--- src/rtl/flash_erase_seq.sv ---
module flash_erase_seq #(
  parameter int POLL_MAX   = 64,
  parameter int SMALL_LOG2 = 12,
  parameter int LARGE_LOG2 = 16
) (
  input  logic        clk,
  input  logic        rst_n,
  input  logic        start,
  input  logic        whole_chip,
  input  logic        big_sector,
  input  logic [3:0]  chip_sel,
  input  logic [31:0] erase_addr,
  input  logic [31:0] erase_len,
  output logic        bus_req,
  output logic        bus_we,
  output logic [31:0] bus_addr,
  output logic [31:0] bus_wdata,
  input  logic        bus_ack,
  input  logic [31:0] bus_rdata,
  output logic        busy,
  output logic        done,
  output logic        done_ok,
  output logic        done_misalign
);

  localparam int PW = (POLL_MAX > 2) ? $clog2(POLL_MAX) : 1;
  localparam logic [31:0] SM_SZ = 32'(1) << SMALL_LOG2;
  localparam logic [31:0] LG_SZ = 32'(1) << LARGE_LOG2;
  localparam logic [31:0] UA_SM = 32'h5555_5555;
  localparam logic [31:0] UA_LG = 32'hAAAA_AAAA;
  localparam logic [31:0] PAT_A = 32'hAAAA_AAAA;
  localparam logic [31:0] PAT_5 = 32'h5555_5555;
  localparam logic [31:0] CMD_SETUP = 32'h8080_8080;
  localparam logic [31:0] CMD_WHOLE = 32'h1010_1010;
  localparam logic [31:0] CMD_SECT  = 32'h3030_3030;

  typedef enum logic [1:0] {S_IDLE, S_WR, S_POLL} st_t;

  st_t         st;
  logic [2:0]  step;
  logic        whole_q, big_q, in_boot, have_prev;
  logic [1:0]  bidx;
  logic [31:0] lmask, cur, remain, prev;
  logic [PW-1:0] pcnt;
  logic        done_q, ok_q, mis_q;

  logic [31:0] ua, sect, sect_in, boot_off, wr_addr, wr_data, tgt;
  logic        misalign, poll_match, more_small;

  assign ua       = big_q ? UA_LG : UA_SM;
  assign sect     = big_q ? LG_SZ : SM_SZ;
  assign sect_in  = big_sector ? LG_SZ : SM_SZ;
  assign misalign = !whole_chip && (((erase_addr | erase_len) & (sect_in - 32'd1)) != 32'd0);

  always_comb begin
    case (bidx)
      2'd0:    boot_off = 32'h0000_0000;
      2'd1:    boot_off = 32'h0000_4000;
      2'd2:    boot_off = 32'h0000_6000;
      default: boot_off = 32'h0000_8000;
    endcase
  end

  assign tgt = in_boot ? boot_off : cur;

  always_comb begin
    case (step)
      3'd0, 3'd3: begin wr_addr = ua;  wr_data = PAT_A & lmask; end
      3'd1, 3'd4: begin wr_addr = ~ua; wr_data = PAT_5 & lmask; end
      3'd2:       begin wr_addr = ua;  wr_data = CMD_SETUP; end
      default:    begin
        wr_addr = whole_q ? ua : tgt;
        wr_data = whole_q ? CMD_WHOLE : CMD_SECT;
      end
    endcase
  end

  assign bus_req   = (st != S_IDLE);
  assign bus_we    = (st == S_WR);
  assign bus_addr  = (st == S_WR) ? wr_addr : 32'd0;
  assign bus_wdata = (st == S_WR) ? wr_data : 32'd0;
  assign busy      = (st != S_IDLE);
  assign done          = done_q;
  assign done_ok       = ok_q;
  assign done_misalign = mis_q;

  assign poll_match = have_prev && (bus_rdata == prev);
  assign more_small = !whole_q && !big_q && (remain != 32'd0);

  always_ff @(posedge clk or negedge rst_n) begin
    if (!rst_n) begin
      st <= S_IDLE; step <= '0; whole_q <= 1'b0; big_q <= 1'b0;
      in_boot <= 1'b0; bidx <= '0; lmask <= '0; cur <= '0; remain <= '0;
      prev <= '0; have_prev <= 1'b0; pcnt <= '0;
      done_q <= 1'b0; ok_q <= 1'b0; mis_q <= 1'b0;
    end else begin
      done_q <= 1'b0; ok_q <= 1'b0; mis_q <= 1'b0;
      case (st)
        S_IDLE: if (start) begin
          if (misalign) begin
            done_q <= 1'b1; mis_q <= 1'b1;
          end else if (!whole_chip && erase_len == 32'd0) begin
            done_q <= 1'b1; ok_q <= 1'b1;
          end else begin
            st      <= S_WR;
            step    <= '0;
            whole_q <= whole_chip;
            big_q   <= big_sector;
            lmask   <= {{8{chip_sel[3]}}, {8{chip_sel[2]}}, {8{chip_sel[1]}}, {8{chip_sel[0]}}};
            cur     <= erase_addr;
            remain  <= erase_len;
            in_boot <= big_sector && !whole_chip && erase_addr == 32'd0;
            bidx    <= '0;
          end
        end
        S_WR: begin
          have_prev <= 1'b0;
          pcnt      <= '0;
          if (bus_ack) begin
            if (step != 3'd5) begin
              step <= step + 3'd1;
            end else if (whole_q) begin
              st <= S_POLL;
            end else if (!big_q) begin
              st     <= S_POLL;
              cur    <= cur + sect;
              remain <= remain - sect;
            end else if (in_boot && bidx != 2'd3) begin
              bidx <= bidx + 2'd1;
            end else begin
              in_boot <= 1'b0;
              cur     <= cur + sect;
              remain  <= remain - sect;
              if (remain == sect) st <= S_POLL;
            end
          end
        end
        S_POLL: if (bus_ack) begin
          prev      <= bus_rdata;
          have_prev <= 1'b1;
          if (poll_match) begin
            if (more_small) begin
              st <= S_WR; step <= '0;
            end else begin
              st <= S_IDLE; done_q <= 1'b1; ok_q <= 1'b1;
            end
          end else if (pcnt == PW'(POLL_MAX - 1)) begin
            st <= S_IDLE; done_q <= 1'b1;
          end else begin
            pcnt <= pcnt + 1'b1;
          end
        end
        default: st <= S_IDLE;
      endcase
    end
  end

  a_r11_hold: assert property (@(posedge clk) disable iff (!rst_n)
    bus_req && !bus_ack |=> bus_req && $stable(bus_we) && $stable(bus_addr) && $stable(bus_wdata));

  a_r8_poll_addr: assert property (@(posedge clk) disable iff (!rst_n)
    bus_req && !bus_we |-> bus_addr == 32'd0);

  a_r4_misalign_fails: assert property (@(posedge clk) disable iff (!rst_n)
    done_misalign |-> done && !done_ok);

  a_r12_done_idle: assert property (@(posedge clk) disable iff (!rst_n)
    done |-> !busy);

  a_r12_start_cause: assert property (@(posedge clk) disable iff (!rst_n)
    $rose(busy) |-> $past(start));

endmodule

--- config.mk ---
export PLATFORM = sky130hd
export DESIGN_NAME = flash_erase_seq
export DESIGN_NICKNAME = d
export VERILOG_FILES = /design/src/rtl/flash_erase_seq.sv
export SDC_FILE = /design/constraint.sdc
export NUM_CORES = 1
export LEC_CHECK = 0
export CORE_ASPECT_RATIO = 1.1
export CORE_UTILIZATION = 51
export CTS_CLUSTER_SIZE = 40
export DETAILED_ROUTE_END_ITERATION = 6
export PLACE_DENSITY = 0.83
export SYNTH_ARGS = -nofsm -noshare
export SYNTH_HDL_FRONTEND = slang
export SYNTH_SLANG_ARGS = --single-unit
--- constraint.sdc ---
create_clock -name clk -period 2.9 [get_ports clk]
set_input_delay 0.58 -clock clk [delete_from_list [all_inputs] [get_ports clk]]
set_output_delay 0.58 -clock clk [all_outputs]
set_load 0.01 [all_outputs]
After elaboration in Yosys (flattened, before gate mapping)
Index checks and enable logic that the tools add are counted.
- add/sub/neg operators: 6
- equal/unequal tests: 32
- multiplexer cells: 92
- bitwise gates (word level): 5
- reductions and logical operators: 34
- operators with widths (cell ; count):
    32-bit 2-to-1 mux ; 21
    32-bit case mux with 2 select lines ; 3
    32-bit case mux with 3 select lines ; 1
    32-bit zero test ; 2
    32-bit nonzero test ; 2
    16-bit case mux with 3 select lines ; 1
    2-bit 2-to-1 mux ; 20
    9-bit AND reduction ; 4
    17-bit 2-to-1 mux ; 2
    32-bit by 17-bit adder with 32-bit output ; 1
    32-bit AND ; 1
    32-bit by 17-bit equality test with 1-bit output ; 1
    32-bit equality test ; 1
    32-bit inverter ; 1
    32-bit OR ; 1
    32-bit by 17-bit subtractor with 32-bit output ; 1
    30-bit 2-to-1 mux ; 1
    1-bit 2-to-1 mux ; 24
    3-bit 2-to-1 mux ; 8
    2-bit != test, second input constant ; 12
    6-bit 2-to-1 mux ; 3
    17-bit by 1-bit subtractor with 18-bit output, second input constant ; 1
    6-bit case mux with 2 select lines ; 1
    3-bit != test, second input constant ; 3
    28 further kinds ; 53
- flip-flop bits (word level): 141
- input port bits: 106
- output and inout port bits: 70

Depth between registers and ports, before layout
Gate-level depths: netlist (run 1).
- depth after elaboration: 9
- mapped depth: 9
- gate-level depth less buffers: 9

Worst setup path before layout (run 1)
OpenSTA, ideal clock, no wires.
- kind: flip-flop to flip-flop
- from: register big_q
- to: register remain[26]
- library setup time: 0.131 ns
- arrival time: 2.419 ns
- data required time: 2.769 ns
- path slack: 0.350 ns
- cell stages (with the launch flop): 10
- period minus slack after synthesis: 2.550 ns
- path through: dfrtp_1 > inv_1 > ha_1 > ha_1 > or3b_2 > a2111oi_4 > nand2_1 > o21a_1 > o21ai_0 > o21ai_1
- cells in the longest elaborated chain, start to end: 8
- elaborated cells between the ends (all ways): 10
- those cells by class: 1 x add/sub; 1 x eq/ne; 7 x mux; 1 x reduce/logical
- ends and longest elaborated chain (item ; line ; text):
    start, declared ; 41 ; logic whole_q, big_q, in_boot, have_prev;
    start signal, assigned ; 108 ; big_q <= big_sector;
    17-bit 2-to-1 mux ; 51 ; assign sect = big_q ? LG_SZ : SM_SZ;
    32-bit by 17-bit subtractor with 32-bit output ; 127, 133 ;
    32-bit 2-to-1 mux ; 128 ; end else if (in_boot && bidx != 2'd3) begin
    32-bit 2-to-1 mux ; 124 ; end else if (!big_q) begin
    32-bit 2-to-1 mux ; 122 ; end else if (whole_q) begin
    32-bit 2-to-1 mux ; 120 ; if (step != 3'd5) begin
    32-bit 2-to-1 mux ; 119 ; if (bus_ack) begin
    32-bit case mux with 2 select lines ; 98 ; case (st)
    end signal, assigned ; 111 ; remain <= erase_len;
    end signal, assigned ; 127 ; remain <= remain - sect;
    end signal, assigned ; 133 ; remain <= remain - sect;
    end, declared ; 43 ; logic [31:0] lmask, cur, remain, prev;
Parallel ways exist; a longest one is shown, timed or not. The select of a mux whose other input is x is not followed.
A chain may end at the register's enable or synchronous reset.

Worst setup path after layout (run 1)
- from: register step[1]
- to: output bus_addr[4]
- cells in the longest elaborated chain, start to end: 4
- elaborated cells between the ends (all ways): 9
- those cells by class: 4 x eq/ne; 2 x mux; 3 x reduce/logical
- ends and longest elaborated chain (item ; line ; text):
    start, declared ; 40 ; logic [2:0] step;
    start signal, assigned ; 121 ; step <= step + 3'd1;
    3-bit by 2-bit equality test with 1-bit output, or another cell as far along ; 67 ; case (step)
    3-bit OR reduction (no source line) / 2-bit OR reduction (equally long branches) ; - ;
    32-bit case mux with 2 select lines * ; 67 ;
    32-bit 2-to-1 mux * ; 80 ; assign bus_addr = (st == S_WR) ? wr_addr : 32'd0;
    end, declared ; 16 ; output logic [31:0] bus_addr,
Mark *: on every way between the ends. The rest lies on a longest branch, timed or not.

==> impl_metrics.tcl, run 1 <==
set metrics [dict create \
    critical_path_buf_inv_count 3 \
    worstReg2RegStart "big_q" \
    layout_setup_ws_ns -0.234 \
    track_usage_pct 32.3 \
    hold_path.class "in -> async" \
    cts_hold_buf 0 \
    wl_per_cell_um 17.8 \
    crit_fanout 6 \
    drv_slew 0 \
    hold_violations 0 \
    comb_power_share_pct 57.0 \
    grt_pass1_wl_um 36500 \
    p_per_area_mw_per_mm2 1150 \
    via_per_inst 5.84 \
    wirelength_um 23500 \
    synthTopCellsByArea "dfrtp_1 (41%), nand2_1 (12%), a21oi_1 (5.0%)" \
    drtIter0Drc 746 \
    period_share_pct 108 \
    instances_no_fill 1317 \
    power_leakage_nw 5.03 \
    clkLatencyLatePin_ns 0.43 \
    pwr-share-seq_pct 25.1 \
    crit_path_end "bus_addr[4]" \
    area_delta_synth_final_pct 45.0 \
    max_freq_mhz 319 \
    rsz0062_at_grt "true" \
    syn_inst 911 \
    synth_area_per_cell_um2 7.94 \
    post_dp_cell_area_mm2 0.00935 \
    r2r_slack_ns 0.22 \
    arrival_ns 2.55 \
    dieHeight_um 127 \
    fin_util_pct 75.7 \
    ys_types 61 \
    ys_async_sr_fraction_pct 100 \
    worst_pin_slew_ns 0.942 \
    fp.dieArea_mm2 0.0147 \
    design_area_mm2 0.0105 \
    cp_slowest_cell "dfrtp_2" \
    crit_chain "ha_4 > ha_4 > o21bai_4 > buf_4 > nand2b_4 > a21oi_1 > buf_4 > a21oi_2 > buf_2" \
    setup_viol 34 \
    critPathTopFamily "compound AO/OA/AOI/OAI gates" \
    critPathCaptureType "output pin" \
    synth-seq-area-share_pct 41.5 \
    drt_pre_antenna_iters 6 \
    synthFlopType "dfrtp_1" \
    grt_max_degree 91 \
    startpoint "step[1]" \
    cts_sinks 120 \
    clk_pin_slew_ns 0.05 \
    core_mm2 0.0139 \
    antenna_cells 0 \
    synth_warnings 0 \
    worstPathRequired_ns 2.32 \
    intPower_w 0.00687 \
    skew_ns 0.00649 \
    final_nets 1238 \
    cts_tree "done" \
    reg2reg_to "remain[24]" \
    io_buffers 175 \
    cts.path.max_buffers 2 \
    switching_share_pct 42.9 \
    path_class "reg -> out" \
    synth.top_cell.area_share_pct 41.5 \
    critPathLaunchType "register" \
    num_rows 45 \
    cts_buffers 17 \
    cpPeakStageDelay_ns 0.46 \
    grt_pass1_vias 7301 \
    die_w_um 116 \
    initial_core_util_pct 52.2 \
    ir_drop_v 0.000603 \
    timing.final.crit_period_ns 3.13 \
    p_sw_w 0.00517 \
    dp_cells 1256 \
    synth_top_area_cell "dfrtp_1" \
    drive_gt1_share_pct 19.9 \
    cp.depth 9 \
    cts_max_level 4 \
    gp_congestion 0.866 \
    num_vias 7695 \
    status "finished, violations left" \
    io-pin-count 176 \
    cap_viol_max_count 0 \
    antenna_found_initial 1 \
    rr_worst_depth 9 \
    drtAntennaViolNets 0 \
    p_clk_share_pct 17.9 \
    clockRootBuffer "clkbuf_16" \
    failed_checks "negative setup slack" \
    route.detailed.drc 0 \
    dpl.hpwl_um 14700 \
    synth_edf_count 0 \
    ys_seq_elements 120 \
    n_fill_cell 954 \
    gr-total-overflow 0 \
    syn_nets 1032 \
    slew_headroom_pct 37.2 \
    synth_area_mm2 0.00724 \
]
worst register-to-register path: stages, from the launching register on:
cell	delay [ns]
dfrtp_1	0.38
inv_1	0.09
ha_1	0.21
ha_1	0.21
or3b_2	0.54
a2111oi_4	0.52
buf_4	0.21
a21oi_1	0.07
o21ai_0	0.20
o21ai_0	0.13
repair_timing:
item,4_1_cts,5_1_grt
gates cloned,2,0
buffers inserted,22,9
pin swaps,5,7
resized for setup,201,82
setup endpoints to repair,57,60
stage by stage:
step / setup slack, ns / TNS [ns] / power [W] / hold WS [ns]
after global placement: 0.00113 / 0 / 0.00843 / 0.459
final: -0.234 / -6.08 / 0.0120 / 0.189
after detailed placement: -0.0256 / -0.139 / 0.00859 / 0.461
after floorplan: 0.350 / 0 / 0.00616 / 0.284
after global routing: -0.279 / -7.68 / 0.0127 / 0.242
after CTS: -0.210 / -4.22 / 0.0113 / 0.214
sequential cells by signal, indices dropped and copies added, names as in the netlist, 2 cells and up:
| register | count |
|---|---|
| remain | 32 |
| pcnt | 6 |
| cur | 32 |
| st | 2 |
| prev | 32 |
| bidx | 2 |
| lmask | 4 |
| step | 3 |
synthesized netlist by cell type, drive strengths merged (20+ instances only):
master  number
a21oi       74
xor2        28
nor4        25
dfrtp      120
nor2        81
o22a        21
o21ai       62
nand3       20
inv         24
buf         31
nand2      225
clkbuf      37
routing by layer:
layer	global-route usage [%]	up-vias	share of wire (%)
met1	39.6	3620	39
li1	-	3572	-
met2	53.2	421	49
met5	0	-	0.064
met3	8.03	80	8.1
met4	15.5	2	3.7
placed cells by master (no fill, tap or decap), types with 4 or more instances in the layout:
cell,instances
a21o_1,4
a21oi_1,41
a21oi_2,26
a21oi_4,7
a22oi_1,6
a31oi_1,15
a41oi_1,5
and3_1,7
buf_12,4
buf_2,27
buf_4,51
buf_6,29
clkbuf_16,18
clkbuf_2,5
clkdlybuf4s50_1,118
clkinv_2,5
dfrtp_1,117
dlymetal6s2s_1,16
ha_1,10
ha_4,4
inv_1,22
mux2_2,6
mux2i_1,7
nand2_1,224
nand3_1,19
nand4_1,15
nor2_1,77
nor3_1,15
nor4_1,24
o211ai_1,4
o21ai_0,60
o22a_1,21
or3_1,5
xnor2_1,6
xor2_1,28
cell type report:
| class | instances | area, um2 | share of cell area (%) |
|---|---|---|---|
| clock buffer | 22 | 474 | 4.52 |
| clock inverter | 9 | 123 | 1.17 |
| tap | 188 | 235 | 2.24 |
| sequential | 120 | 3010 | 28.7 |
| timing repair buffer | 255 | 2410 | 23.0 |
| multi-input combinational | 698 | 4150 | 39.5 |
| inverter | 25 | 96.3 | 0.918 |
how the worst min path moves through the flow:
stage               startpoint    endpoint  depth (start not counted)
floorplan                rst_n     bidx[0]                          0
global placement     have_prev   have_prev                          2
detailed placement     pcnt[4]     pcnt[4]                          1
CTS                      rst_n  remain[30]                          1
global route             rst_n  remain[30]                          1
finish                   rst_n  remain[30]                          1
logic make-up (layout without fill, tap and decap cells):
family	count (synthesis)	in the layout	share of synthesized area (%)
AND/OR/NAND/NOR	420	420	25.6
AO/OA/AOI/OAI	215	215	18.5
flip-flops	120	120	41.5
buffers and inverters	93	311	5.71
XOR/XNOR	34	34	4.11
adder cells (fa/ha/maj)	15	15	2.59
multiplexers	14	14	2.04
power groups by stage:
stage               Clock [W]  Sequential (W)  Combinational [W]
CTS                   0.00216         0.00296            0.00622
global placement            0         0.00294            0.00550
floorplan                   0         0.00281            0.00334
detailed placement          0         0.00297            0.00563
finish                0.00216         0.00302            0.00687
global route          0.00224         0.00310            0.00740
No activity file was read; power rests on OpenSTA's default activity.
==> inputs of run 2 (changes only) <==
--- a/config.mk
+++ b/config.mk
@@ -9,7 +9,7 @@
 export CORE_UTILIZATION = 51
 export CTS_CLUSTER_SIZE = 40
 export DETAILED_ROUTE_END_ITERATION = 6
-export PLACE_DENSITY = 0.83
+export PLACE_DENSITY = 0.82
 export SYNTH_ARGS = -nofsm -noshare
 export SYNTH_HDL_FRONTEND = slang
 export SYNTH_SLANG_ARGS = --single-unit
==> run 2 against run 1 <==
Net effect:
- sequential share of layout area rose by 0.88 points
- the flow still finishes with violations (negative setup slack)
- first-iteration DRC count fell by 5.5%
- critical path type unchanged
- global-route usage fell by 2.3 points
- via count fell by 3.2%
- clock-buffer cell count fell by 2
- clock skew fell by 0.00099 ns
- critical endpoint is now bus_addr[7]
- power fell by 5.7%
- clock power rose by 4%
==> impl_metrics.tcl, run 2 (synthesis results as in run 1) <==
set metrics [dict create \
    status "finished, violations left" \
    failed_checks "negative setup slack" \
    cts_hold_buf 0 \
    slew_headroom_pct 42.5 \
    rr_worst_depth 9 \
    dieHeight_um 127 \
    r2r_slack_ns 0.29 \
    worst_pin_slew_ns 0.863 \
    grt_max_degree 83 \
    timing.final.crit_period_ns 3.10 \
    gr-total-overflow 0 \
    io_buffers 175 \
    pwr-share-seq_pct 26.0 \
    clk_pin_slew_ns 0.06 \
    route.detailed.drc 0 \
    antenna_cells 0 \
    crit_fanout 4 \
    gp_congestion 0.903 \
    reg2reg_to "remain[26]" \
    num_vias 7446 \
    fp.dieArea_mm2 0.0147 \
    worstReg2RegStart "big_q" \
    cts.path.max_buffers 2 \
    drtAntennaViolNets 0 \
    cts_tree "done" \
    num_rows 45 \
    critPathCaptureType "output pin" \
    critPathLaunchType "register" \
    track_usage_pct 30.1 \
    p_sw_w 0.00482 \
    skew_ns 0.00550 \
    grt_pass1_wl_um 34200 \
    reg.largest.list "cur x32, prev x32, remain x32" \
    final_nets 1219 \
    cts_sinks 120 \
    period_share_pct 107 \
    area_delta_synth_final_pct 40.5 \
    cts_max_level 4 \
    switching_share_pct 42.4 \
    layout_setup_ws_ns -0.198 \
    p_clk_share_pct 19.7 \
    grt_pass1_vias 7071 \
    via_per_inst 5.73 \
    wirelength_um 21500 \
    setup_viol 32 \
    multiInputGateArea_mm2 0.00408 \
    core_mm2 0.0139 \
    drt_pre_antenna_iters 7 \
    cts_buffers 17 \
    layout_common_cells "nand2_1 (225), clkdlybuf4s50_1 (132), dfrtp_1 (119), nor2_1 (77), o21ai_0 (60)" \
    initial_core_util_pct 52.2 \
    hold_path.class "in -> async" \
    antenna_found_initial 0 \
    p_total_w 0.0114 \
    fin_util_pct 73.4 \
    cap_viol_max_count 0 \
    drive_gt1_share_pct 17.9 \
    clkLatencyLatePin_ns 0.43 \
    die_w_um 116 \
    comb_power_share_pct 54.3 \
    n_fill_cell 1044 \
    power_leakage_nw 4.66 \
    clockRootBuffer "clkbuf_16" \
    final_common_cell "nand2_1" \
    intPower_w 0.00654 \
    arrival_ns 2.52 \
    drv_slew 0 \
    p_per_area_mw_per_mm2 1120 \
    hold_violations 0 \
    path_class "reg -> out" \
    seqCellArea_mm2 0.00300 \
    dpl.hpwl_um 14400 \
    io-pin-count 176 \
    worstPathRequired_ns 2.32 \
    wl_per_cell_um 16.6 \
    drtIter0Drc 705 \
    rsz0062_at_grt "true" \
    ir_drop_v 0.000676 \
    max_freq_mhz 323 \
]
## run 2: changes by cell type in the layout (fill, tap and decap cells not counted), sizes merged
cell,previous run,this run
buf,114,93
clkdlybuf4s50,118,132
dlymetal6s2s,16,2
clkinvlp,1,4
clkinv,6,4
bufinv,3,4
inv,24,25
## run 2: area by class of cell
class                      instances  share of cell area, %
sequential                       120                   29.5
inverter                          25                  0.923
tap                              188                   2.31
multi-input combinational        698                   40.1
clock buffer                      20                   4.39
clock inverter                    12                   1.71
timing repair buffer             236                   21.1
## run 2: timing repair
action,in CTS,in global routing
endpoints found under the setup margin,52,60
resized for setup,186,41
pin swaps,2,2
setup buffers,16,4
gates cloned,2,0
## run 2: power groups by stage
stage | logic (W) | clock network (W) | registers, W
global placement | 0.00543 | 0 | 0.00293
finish | 0.00617 | 0.00224 | 0.00295
CTS | 0.00590 | 0.00225 | 0.00294
detailed placement | 0.00553 | 0 | 0.00295
floorplan | 0.00334 | 0 | 0.00281
global route | 0.00673 | 0.00232 | 0.00303
## run 2: layer usage
metal  track usage [%]  up-vias  part of all wire (%)
met5                 0        -                     0
met4              15.9        0                   4.1
met3              7.69       78                   7.2
met2              47.2      312                    47
met1              38.0     3528                    42
li1                  -     3528                     -
## run 2: how the worst max path moves through the flow
stage | start | to | slack [ns] | depth (start not counted)
2_1_floorplan | big_q | remain[26] | 0.35 | 9
3_3_place_gp | erase_len[11] | remain[4] | -0.14 | 7
3_5_place_dp | erase_len[11] | remain[10] | -0.20 | 7
4_1_cts | step[0] | bus_addr[14] | -0.14 | 9
5_1_grt | step[0] | bus_addr[7] | -0.30 | 11
6_report | step[0] | bus_addr[7] | -0.20 | 11
## run 2: per-stage QoR
step	TNS, ns	instance area, um2	setup WS [ns]	instances	hold WS [ns]
2_1_floorplan	0	7240	0.350	911	0.284
6_report	-3.21	10200	-0.198	1299	0.0925
3_3_place_gp	-6.74	9280	-0.138	1247	0.459
5_1_grt	-6.45	10200	-0.295	1299	0.123
4_1_cts	-2.12	10100	-0.143	1297	0.103
3_5_place_dp	-10.70	9280	-0.203	1247	0.467
## run 2: critical path, stage by stage, from the launching register on
cell	delay (ns)
dfrtp_1	0.41
ha_2	0.21
ha_4	0.15
o21bai_4	0.18
or3_4	0.37
o211ai_1	0.11
buf_4	0.17
buf_6	0.12
buf_6	0.11
buf_6	0.10
a21oi_4	0.03
buf_6	0.12
